## config.mk

```make
export PLATFORM = sky130hd
export DESIGN_NAME = fir_indirect_read
export DESIGN_NICKNAME = d
export VERILOG_FILES = /design/src/rtl/fir_pkg.sv /design/src/rtl/fir_word_fifo.sv /design/src/rtl/fir_seq.sv /design/src/rtl/fir_indirect_read.sv
export SDC_FILE = /design/constraint.sdc
export NUM_CORES = 1
export LEC_CHECK = 0
export CAP_MARGIN = 20
export CORE_MARGIN = 2
export CORE_UTILIZATION = 57
export DETAILED_ROUTE_END_ITERATION = 8
export HOLD_SLACK_MARGIN = 0.1
export PLACE_DENSITY = 0.91
export SETUP_SLACK_MARGIN = 0.4
export SYNTH_ARGS = -nofsm -noshare
export SYNTH_HDL_FRONTEND = slang
export SYNTH_HIERARCHICAL = 1
export SYNTH_SLANG_ARGS = --single-unit
export TNS_END_PERCENT = 50
```

## constraint.sdc

```tcl
create_clock -name clk -period 7.3 [get_ports clk]
set_input_delay 1.46 -clock clk [delete_from_list [all_inputs] [get_ports clk]]
set_output_delay 1.46 -clock clk [all_outputs]
set_load 0.02 [all_outputs]
```

## src/rtl/fir_pkg.sv

```systemverilog
package fir_pkg;

    typedef enum logic [2:0] {
        ST_IDLE  = 3'd0,
        ST_CMD   = 3'd1,
        ST_DUMMY = 3'd2,
        ST_DATA  = 3'd3,
        ST_PUSH  = 3'd4
    } fir_state_t;

    localparam int WORD_W   = 32;
    localparam int CMD_VEC_W = 48;
    localparam int BITCNT_W = 6;

endpackage

```

## src/rtl/fir_word_fifo.sv

```systemverilog
module fir_word_fifo #(
    parameter int DEPTH = 4,
    parameter int WIDTH = 32,
    parameter int LVL_W = 16
) (
    input  logic             clk,
    input  logic             rst_n,
    input  logic             flush_i,
    input  logic             push_i,
    input  logic [WIDTH-1:0] data_i,
    input  logic             pop_i,
    output logic [WIDTH-1:0] data_o,
    output logic             full_o,
    output logic [LVL_W-1:0] level_o
);
    localparam int AW = (DEPTH > 1) ? $clog2(DEPTH) : 1;
    localparam int CW = $clog2(DEPTH + 1);

    logic [WIDTH-1:0] mem [DEPTH];
    logic [AW-1:0]    wp, rp;
    logic [CW-1:0]    cnt;
    logic             do_push, do_pop;

    assign full_o  = (cnt == CW'(DEPTH));
    assign do_push = push_i && !full_o && !flush_i;
    assign do_pop  = pop_i && (cnt != '0) && !flush_i;
    assign data_o  = mem[rp];
    assign level_o = LVL_W'(cnt);

    function automatic logic [AW-1:0] nxt_ptr(input logic [AW-1:0] p);
        return (p == AW'(DEPTH - 1)) ? '0 : p + 1'b1;
    endfunction

    always_ff @(posedge clk) begin
        if (do_push) mem[wp] <= data_i;
    end

    always_ff @(posedge clk or negedge rst_n) begin
        if (!rst_n) begin
            wp  <= '0;
            rp  <= '0;
            cnt <= '0;
        end else if (flush_i) begin
            wp  <= '0;
            rp  <= '0;
            cnt <= '0;
        end else begin
            if (do_push) wp <= nxt_ptr(wp);
            if (do_pop)  rp <= nxt_ptr(rp);
            if (do_push && !do_pop)      cnt <= cnt + 1'b1;
            else if (do_pop && !do_push) cnt <= cnt - 1'b1;
        end
    end

    // the sequencer never offers a word to a full buffer
    a_r7_no_overflow: assert property (@(posedge clk) disable iff (!rst_n)
        push_i |-> !full_o);

    // pop on an empty buffer leaves it empty
    a_r6_empty_pop: assert property (@(posedge clk) disable iff (!rst_n)
        (pop_i && !push_i && !flush_i && cnt == '0) |=> (cnt == '0));

endmodule

```

## src/rtl/fir_seq.sv

```systemverilog
module fir_seq
    import fir_pkg::*;
#(
    parameter int CNT_W = 16
) (
    input  logic              clk,
    input  logic              rst_n,
    input  logic              start_i,
    input  logic              cancel_i,
    input  logic              done_clr_i,
    input  logic [31:0]       addr_i,
    input  logic [CNT_W-1:0]  count_i,
    input  logic [7:0]        opcode_i,
    input  logic [1:0]        addr_w_i,
    input  logic              quad_i,
    input  logic              mode_en_i,
    input  logic [7:0]        mode_val_i,
    input  logic [4:0]        dummy_i,
    input  logic [3:0]        si_i,
    input  logic              fifo_full_i,
    output logic              push_o,
    output logic [WORD_W-1:0] push_word_o,
    output logic              busy_o,
    output logic              done_o,
    output logic              cs_o,
    output logic              sclk_o,
    output logic              so_o
);
    fir_state_t st, nxt;

    logic [CMD_VEC_W-1:0] shreg, cmd_vec;
    logic [BITCNT_W-1:0]  bit_cnt, cmd_len;
    logic [4:0]           dcnt;
    logic [2:0]           beat;
    logic [1:0]           bidx;
    logic [7:0]           cur_byte, nb;
    logic [WORD_W-1:0]    acc;
    logic [CNT_W-1:0]     left;
    logic                 quad_r;
    logic                 four_b, go, byte_last, word_last, set_fin, set_zero;

    assign four_b    = (addr_w_i == 2'd3);
    assign go        = (st == ST_IDLE) && start_i && !cancel_i && (count_i != '0);
    assign set_zero  = (st == ST_IDLE) && start_i && !cancel_i && (count_i == '0);
    assign set_fin   = (st == ST_PUSH) && !fifo_full_i && (left == '0) && !cancel_i;
    assign byte_last = quad_r ? (beat == 3'd1) : (beat == 3'd7);
    assign word_last = byte_last && ((bidx == 2'd3) || (left == CNT_W'(1)));
    assign nb        = quad_r ? {cur_byte[3:0], si_i} : {cur_byte[6:0], si_i[1]};

    always_comb begin
        if (four_b) cmd_vec = {opcode_i, addr_i, mode_val_i};
        else        cmd_vec = {opcode_i, addr_i[23:0], mode_val_i, 8'h00};
        cmd_len = BITCNT_W'(8) + (four_b ? BITCNT_W'(32) : BITCNT_W'(24))
                + (mode_en_i ? BITCNT_W'(8) : BITCNT_W'(0));
    end

    // next-state
    always_comb begin
        nxt = st;
        unique case (st)
            ST_IDLE:  if (go) nxt = ST_CMD;
            ST_CMD:   if (bit_cnt == BITCNT_W'(1)) nxt = (dcnt != '0) ? ST_DUMMY : ST_DATA;
            ST_DUMMY: if (dcnt == 5'd1) nxt = ST_DATA;
            ST_DATA:  if (word_last) nxt = ST_PUSH;
            ST_PUSH:  if (!fifo_full_i) nxt = (left == '0) ? ST_IDLE : ST_DATA;
            default:  nxt = ST_IDLE;
        endcase
        if (cancel_i) nxt = ST_IDLE;
    end

    // state register
    always_ff @(posedge clk or negedge rst_n) begin
        if (!rst_n) st <= ST_IDLE;
        else        st <= nxt;
    end

    // datapath
    always_ff @(posedge clk or negedge rst_n) begin
        if (!rst_n) begin
            shreg    <= '0;
            bit_cnt  <= '0;
            dcnt     <= '0;
            beat     <= '0;
            bidx     <= '0;
            cur_byte <= '0;
            acc      <= '0;
            left     <= '0;
            quad_r   <= 1'b0;
        end else begin
            unique case (st)
                ST_IDLE: begin
                    if (go) begin
                        shreg   <= cmd_vec;
                        bit_cnt <= cmd_len;
                        dcnt    <= dummy_i;
                        quad_r  <= quad_i;
                        left    <= count_i;
                        acc     <= '0;
                        bidx    <= '0;
                        beat    <= '0;
                    end
                end
                ST_CMD: begin
                    shreg   <= {shreg[CMD_VEC_W-2:0], 1'b0};
                    bit_cnt <= bit_cnt - 1'b1;
                end
                ST_DUMMY: dcnt <= dcnt - 1'b1;
                ST_DATA: begin
                    cur_byte <= nb;
                    if (byte_last) begin
                        beat <= '0;
                        acc[{bidx, 3'b000} +: 8] <= nb;
                        left <= left - 1'b1;
                        bidx <= bidx + 1'b1;
                    end else begin
                        beat <= beat + 1'b1;
                    end
                end
                ST_PUSH: begin
                    if (!fifo_full_i) begin
                        acc  <= '0;
                        bidx <= '0;
                    end
                end
                default: ;
            endcase
        end
    end

    // completion flag
    always_ff @(posedge clk or negedge rst_n) begin
        if (!rst_n)                   done_o <= 1'b0;
        else if (set_fin || set_zero) done_o <= 1'b1;
        else if (done_clr_i)          done_o <= 1'b0;
    end

    // outputs
    always_comb begin
        busy_o      = (st != ST_IDLE);
        cs_o        = (st != ST_IDLE);
        sclk_o      = (st == ST_CMD) || (st == ST_DUMMY) || (st == ST_DATA);
        so_o        = (st == ST_CMD) ? shreg[CMD_VEC_W-1] : 1'b0;
        push_o      = (st == ST_PUSH) && !fifo_full_i;
        push_word_o = acc;
    end

    // a waiting word holds the sequencer while the buffer is full
    a_r7_stall: assert property (@(posedge clk) disable iff (!rst_n)
        (st == ST_PUSH && fifo_full_i && !cancel_i) |=> (st == ST_PUSH));

endmodule

```

## src/rtl/fir_indirect_read.sv

```systemverilog
module fir_indirect_read #(
    parameter int DEPTH = 4,
    parameter int CNT_W = 16,
    parameter int LVL_W = 16
) (
    input  logic             clk,
    input  logic             rst_n,
    input  logic             start,
    input  logic             cancel,
    input  logic             done_clr,
    input  logic [31:0]      start_addr,
    input  logic [CNT_W-1:0] byte_count,
    input  logic [7:0]       opcode,
    input  logic [1:0]       addr_width,
    input  logic             quad_en,
    input  logic             mode_en,
    input  logic [7:0]       mode_val,
    input  logic [4:0]       dummy_cycles,
    output logic             busy,
    output logic             done,
    output logic             cs_active,
    output logic             sclk_en,
    output logic             so_bit,
    input  logic [3:0]       si_lanes,
    input  logic             buf_pop,
    output logic [31:0]      buf_word,
    output logic [LVL_W-1:0] buf_level
);
    logic        fifo_full, push;
    logic [31:0] push_word;

    fir_seq #(.CNT_W(CNT_W)) u_seq (
        .clk(clk), .rst_n(rst_n),
        .start_i(start), .cancel_i(cancel), .done_clr_i(done_clr),
        .addr_i(start_addr), .count_i(byte_count), .opcode_i(opcode),
        .addr_w_i(addr_width), .quad_i(quad_en), .mode_en_i(mode_en),
        .mode_val_i(mode_val), .dummy_i(dummy_cycles), .si_i(si_lanes),
        .fifo_full_i(fifo_full), .push_o(push), .push_word_o(push_word),
        .busy_o(busy), .done_o(done), .cs_o(cs_active),
        .sclk_o(sclk_en), .so_o(so_bit)
    );

    fir_word_fifo #(.DEPTH(DEPTH), .WIDTH(32), .LVL_W(LVL_W)) u_fifo (
        .clk(clk), .rst_n(rst_n), .flush_i(cancel),
        .push_i(push), .data_i(push_word), .pop_i(buf_pop),
        .data_o(buf_word), .full_o(fifo_full), .level_o(buf_level)
    );

    // cancel empties the buffer and ends the frame
    a_r10_cancel: assert property (@(posedge clk) disable iff (!rst_n)
        cancel |=> (!busy && !cs_active && buf_level == '0));

    // zero-length start completes without a frame
    a_r11_zero_len: assert property (@(posedge clk) disable iff (!rst_n)
        (start && !busy && !cancel && byte_count == '0) |=> (done && !cs_active));

    // a transfer that ends without cancel leaves done set
    a_r8_done_on_end: assert property (@(posedge clk) disable iff (!rst_n)
        ($fell(busy) && !$past(cancel)) |-> done);

    // serial clocks only inside a frame
    a_r12_clk_in_frame: assert property (@(posedge clk) disable iff (!rst_n)
        sclk_en |-> cs_active);

    // level never exceeds the buffer depth
    a_r6_level_bound: assert property (@(posedge clk) disable iff (!rst_n)
        buf_level <= LVL_W'(DEPTH));

endmodule

```

=== Word-level counts from Yosys, hierarchy flattened ===
Memories as Yosys holds them, arrays and structs flattened.
Cells that the tools add are included.

* Reductions and logical operators: 44
* Multiplexer cells: 49
* Add/subtract/negate cells: 12
* Equality and inequality tests: 22
* Shifts and indexed selects: 2

{| class="wikitable"
|+ Operators by type and width
! kind !! count
|-
| 32-bit two-way mux || 3
|-
| 32-bit one-hot mux with 3 select lines || 1
|-
| 48-bit one-hot mux with 2 select lines || 1
|-
| 48-bit two-way mux || 1
|-
| 40-bit two-way mux || 1
|-
| 3-bit two-way mux || 11
|-
| 32-bit bitwise mux || 1
|-
| 16-bit zero test || 2
|-
| 16-bit two-way mux || 2
|-
| 16-bit one-hot mux with 2 select lines || 1
|-
| 8-bit by 7-bit variable shift with 32-bit output (first input constant) || 1
|-
| 8-bit by 7-bit variable part select with 32-bit output || 1
|-
| 2-bit two-way mux || 10
|-
| 16-bit by 1-bit == test with 1-bit output (second input constant) || 1
|-
| 16-bit nonzero test || 1
|-
| 16-bit by 1-bit subtractor with 16-bit output (second input constant) || 1
|-
| 3-bit one-hot mux with 5 select lines || 1
|-
| 1-bit logical AND || 14
|-
| 6-bit two-way mux || 2
|-
| 3-bit by 2-bit inequality test with 1-bit output (second input constant) || 4
|-
| 6-bit one-hot mux with 2 select lines || 1
|-
| 2-bit nonzero test || 6
|-
| 3-bit nonzero test || 4
|-
| 5-bit one-hot mux with 2 select lines || 1
|-
| other kinds (31) || 57
|}

* Logic and storage cells: 144
* Bits in registers: 131
* Memory bits (writable): 128
* Memories: 1
* Input bits: 83
* Output and inout port bits: 53

{| class="wikitable"
|+ Memories
! memory !! depth !! width !! read ports !! clocked after Yosys merged registers in !! write ports !! RTL line !! source
|-
| u_fifo.mem || 4 || 32 || 1 || 0 || 1 || fir_word_fifo.sv:19 || <nowiki>logic [WIDTH-1:0] mem [DEPTH];</nowiki>
|}

=== Longest topological paths before layout ===
* Word-level depth: 10
* Mapped depth: 11
* Gate-level depth less buffers: 9

=== Hierarchy ===
The synthesis kept the hierarchy.

{| class="wikitable"
|+ By module, submodules not included
! module !! area an instance (sq um) !! sequential area each (sq um) !! cells each !! times used
|-
| fir_seq || 6433.7 || 3103.0 || 686 || 1
|-
| fir_word_fifo || 5350.1 || 4018.9 || 249 || 1
|}

=== Worst setup path before layout ===
No wires, ideal clock.

* Kind: reg2out
* Start point: register u_seq.st[0]
* End point: output so_bit
* Slack: 4.100 ns
* Buffers on the path: 3
* Data arrival time: 1.740 ns
* Required time: 5.840 ns
* Cell stages (with the launch flop): 6
* Cells stage by stage: dfrtp_1 clkbuf_1 or3b_2 clkbuf_1 clkbuf_1 nor2_1

* Cells in the longest elaborated chain, start to end: 2

{| class="wikitable"
|+ RTL lines
! what !! RTL line !! source
|-
| from (decl) || fir_seq.sv:29 || <nowiki>fir_state_t st, nxt;</nowiki>
|-
| from (signal assigned) || fir_seq.sv:74 || <nowiki>else st <= nxt;</nowiki>
|-
| 3-bit by 1-bit == test with 1-bit output || fir_seq.sv:142 || <nowiki>so_o = (st == ST_CMD) ? shreg[CMD_VEC_W-1] : 1'b0;</nowiki>
|-
| 1-bit two-way mux || fir_seq.sv:142 ||
|-
| to (decl) || fir_indirect_read.sv:23 || <nowiki>output logic so_bit,</nowiki>
|}

Every way passes these cells.

=== Worst setup path after layout ===
* Start point: register u_fifo.rp[0]
* End point: output buf_word[6]

* Cells in the longest elaborated chain, start to end: 1

{| class="wikitable"
|+ RTL lines
! what !! RTL line !! source
|-
| from (decl) || fir_word_fifo.sv:20 || <nowiki>logic [AW-1:0] wp, rp;</nowiki>
|-
| from (signal assigned) || fir_word_fifo.sv:49 || <nowiki>if (do_pop) rp <= nxt_ptr(rp);</nowiki>
|-
| memory 4 x 32 bit || n/a ||
|-
| to (decl) || fir_indirect_read.sv:26 || <nowiki>output logic [31:0] buf_word,</nowiki>
|}

Every way passes these cells.

==> results.ini <==
[routing]
dr_wl_met3_microns=1770
wirelength_microns=27700
routed-wl-met2_microns=14500
dr_total_vias=8233
wire_per_inst_microns=20.9
dr.pass1.iters=5
wl_met1_microns=10700
top_layer_used=met4
route.detailed.drc=0
ant_nets=0
drtIter0Drc=652
viasPerCell=6.19

[global_route]
grt_max_degree=75
grt_overflow=0
track_usage_pct=25.5
grt_pass1_vias=8218
antenna_found_initial=0
grt_pass1_wl_microns=44000

[clock_network]
htree_levels=1
cts.sinks=259
cts_made_buffers=25
clk_pin_slew_ns=0.06
clk_latency_ns=0.53
cts_tree=done
post_cts_buffers=0
hold_buffers=0
cts_max_path_buffers=3
cts_root_buf=clkbuf_16
cts.repair.resized=0

[worst_setup_path]
path_class=flop to output port
worstPathArrival_ns=2.65
end_kind=output port
cp-start-kind=flop
cp_data_required_time_ns=5.84
path_max_fanout=32
rr_worst_depth=5

[synth]
synth_seq_area_share_pct=60.4
synth-edff-count=128
ys_ff_latch=259
avgSynthCellArea_sq_um=12.6
async_flop_share_pct=50.6
synth_area_sq_um=11800
yosysTopAreaCell=edfxtp_1
synthCells=935
yosys_most_used_dff=dfrtp_1
synth_top_cells_by_area=edfxtp_1 33%, dfrtp_1 28%, mux4_2 6.1%
synthDistinctLibCells=68
yosysWarnings=6
synth_top_area_share_pct=32.6

[power]
power_mw=4.29
p_per_area_nw_per_um2=308
p_leak_nw=5.21
vdd_drop_max_mv=0.198

[timing]
fmax_mhz=243
fin_crit_ns=4.11
skew_ns=0.00888
post-route-period-util_pct=56.3
maxSlewHeadroom_pct=31.7
holdWs_ns=0.501
worst_pin_slew_ns=1.02
setup_ws_ns=3.19
rsz0062_at_grt=false
setup-tns-final_ns=0
final-setup-viol-count=0
hold_viol=0
drv_slew=0

[cells_and_area]
area_delta_synth_final_pct=18.1
drive_gt1_share_pct=12.3
n_antenna_cell=0
final_common_cell=dfrtp_1
final_cell_mix=129 x dfrtp_1, 128 x edfxtp_1, 121 x clkdlybuf4s50_1, 106 x nand2_1, 82 x nor2_1
nets=1144
num-fill-cells=1356

[floorplan]
coreArea_sq_um=20200
dieHeight_microns=148
io_pins=136
start_util_pct=58.2
num_rows=52
dieArea_sq_um=21800
die_w_microns=148

[min_path]
hold_class=flop to flop
holdPathStages=2

[outcome]
status=completed

[placed_design]
place.gp.congestion=0.879
io_buffers=122
place_ws_ns=3.05
hpwl_microns=17000

[job]
drv_cap=0

[final timing paths]
path,slack (ns),end,from
max,3.19,buf_word[6],u_fifo/rp[0]
min,0.50,u_seq/dcnt[4],u_seq/dcnt[4]
max reg2reg,4.15,u_seq/push_word_o[29],u_seq/st[0]
min reg2reg,0.50,u_seq/dcnt[4],u_seq/dcnt[4]
max in group asynchronous,4.98,u_fifo/rp[0],rst_n
min in group asynchronous,0.90,u_seq/left[7],rst_n
[through the flow]
stage,cell area (sq um),util [%],std cells
after detailed placement,13100,64.9,1281
after global routing,13900,68.8,1329
after CTS,13900,68.6,1327
final,13900,68.8,1329
after global placement,13100,64.9,1281
after floorplan,11800,-,947
[area by class of cell]
cell class	instances	area (sq um)	area share (%)
inverters	20	77.6	0.558
multi-input cells	598	4280	30.7
well taps	270	338	2.43
repair buffers	136	1340	9.63
clock buffers	40	712	5.12
flip-flops and latches	259	7120	51.2
clock inverters	6	45.0	0.324
[per-layer routing]
metal  global-route usage [%]  vias up
met5                        0        -
met4                     6.63        0
met3                     3.92       60
met2                     45.2      362
met1                     33.3     4131
li1                         -     3680
[synthesized netlist by cell type (4+ instances only)]
master and instances:
nand3_1 24, nand2b_1 4, nor2_1 82, or3_1 4, ha_1 20, and2_1 9
buf_4 16, buf_6 4, mux2_2 30, o2bb2ai_1 4, o22ai_1 12, mux4_2 32
nor4_1 9, nand3b_1 5, nor3_4 4, a21oi_1 58, mux2i_1 11, o211ai_1 5
a31oi_1 11, a22oi_1 4, nor3b_1 6, a221o_1 33, edfxtp_1 128, dfrtp_1 131
buf_2 10, nand2_1 107, nand4_1 6, clkbuf_1 37, nor3_1 16, inv_1 19
o21ai_0 36
[logic make-up (layout without fill, tap and decap cells)]
kind of cell | Yosys count | after routing | synth area share, %
compound gates | 196 | 196 | 11.3
xor+xnor | 2 | 2 | 0.149
flops | 259 | 259 | 60.4
other cells | 1 | 13 | 0.0318
simple gates | 290 | 290 | 11.8
buf+inv | 90 | 202 | 3.76
fa+ha+maj | 21 | 21 | 2.29
mux | 76 | 76 | 10.2
[registers in the layout, summed over array words and instances, names as in the netlist]
| signal | cells |
|---|---|
| u_fifo/cnt | 3 |
| u_seq/cur_byte | 7 |
| u_fifo/mem | 128 |
| u_seq/dcnt | 5 |
| u_seq/push_word_o | 32 |
| u_seq/done_o | 1 |
| u_seq/bit_cnt | 6 |
| u_seq/beat | 3 |
| u_seq/shreg | 48 |
| u_seq/quad_r | 1 |
| u_fifo/rp | 2 |
| u_fifo/wp | 2 |
| u_seq/left | 16 |
| u_seq/bidx | 2 |
| u_seq/st | 3 |
[worst max-delay path, cell delays in order (launching register included)]
cell	delay (ns)
dfrtp_2	0.39
buf_4	0.52
mux4_2	0.63
clkdlybuf4s50_1	0.56
[power by group]
| part | switching (mW) | internal (mW) | total, mW |
|---|---|---|---|
| Clock | 0.540 | 0.672 | 1.21 |
| Combinational | 0.639 | 0.472 | 1.11 |
| Sequential | 0.213 | 1.76 | 1.97 |
| Total | 1.39 | 2.90 | 4.29 |
(Power assumes the default switching activity.)
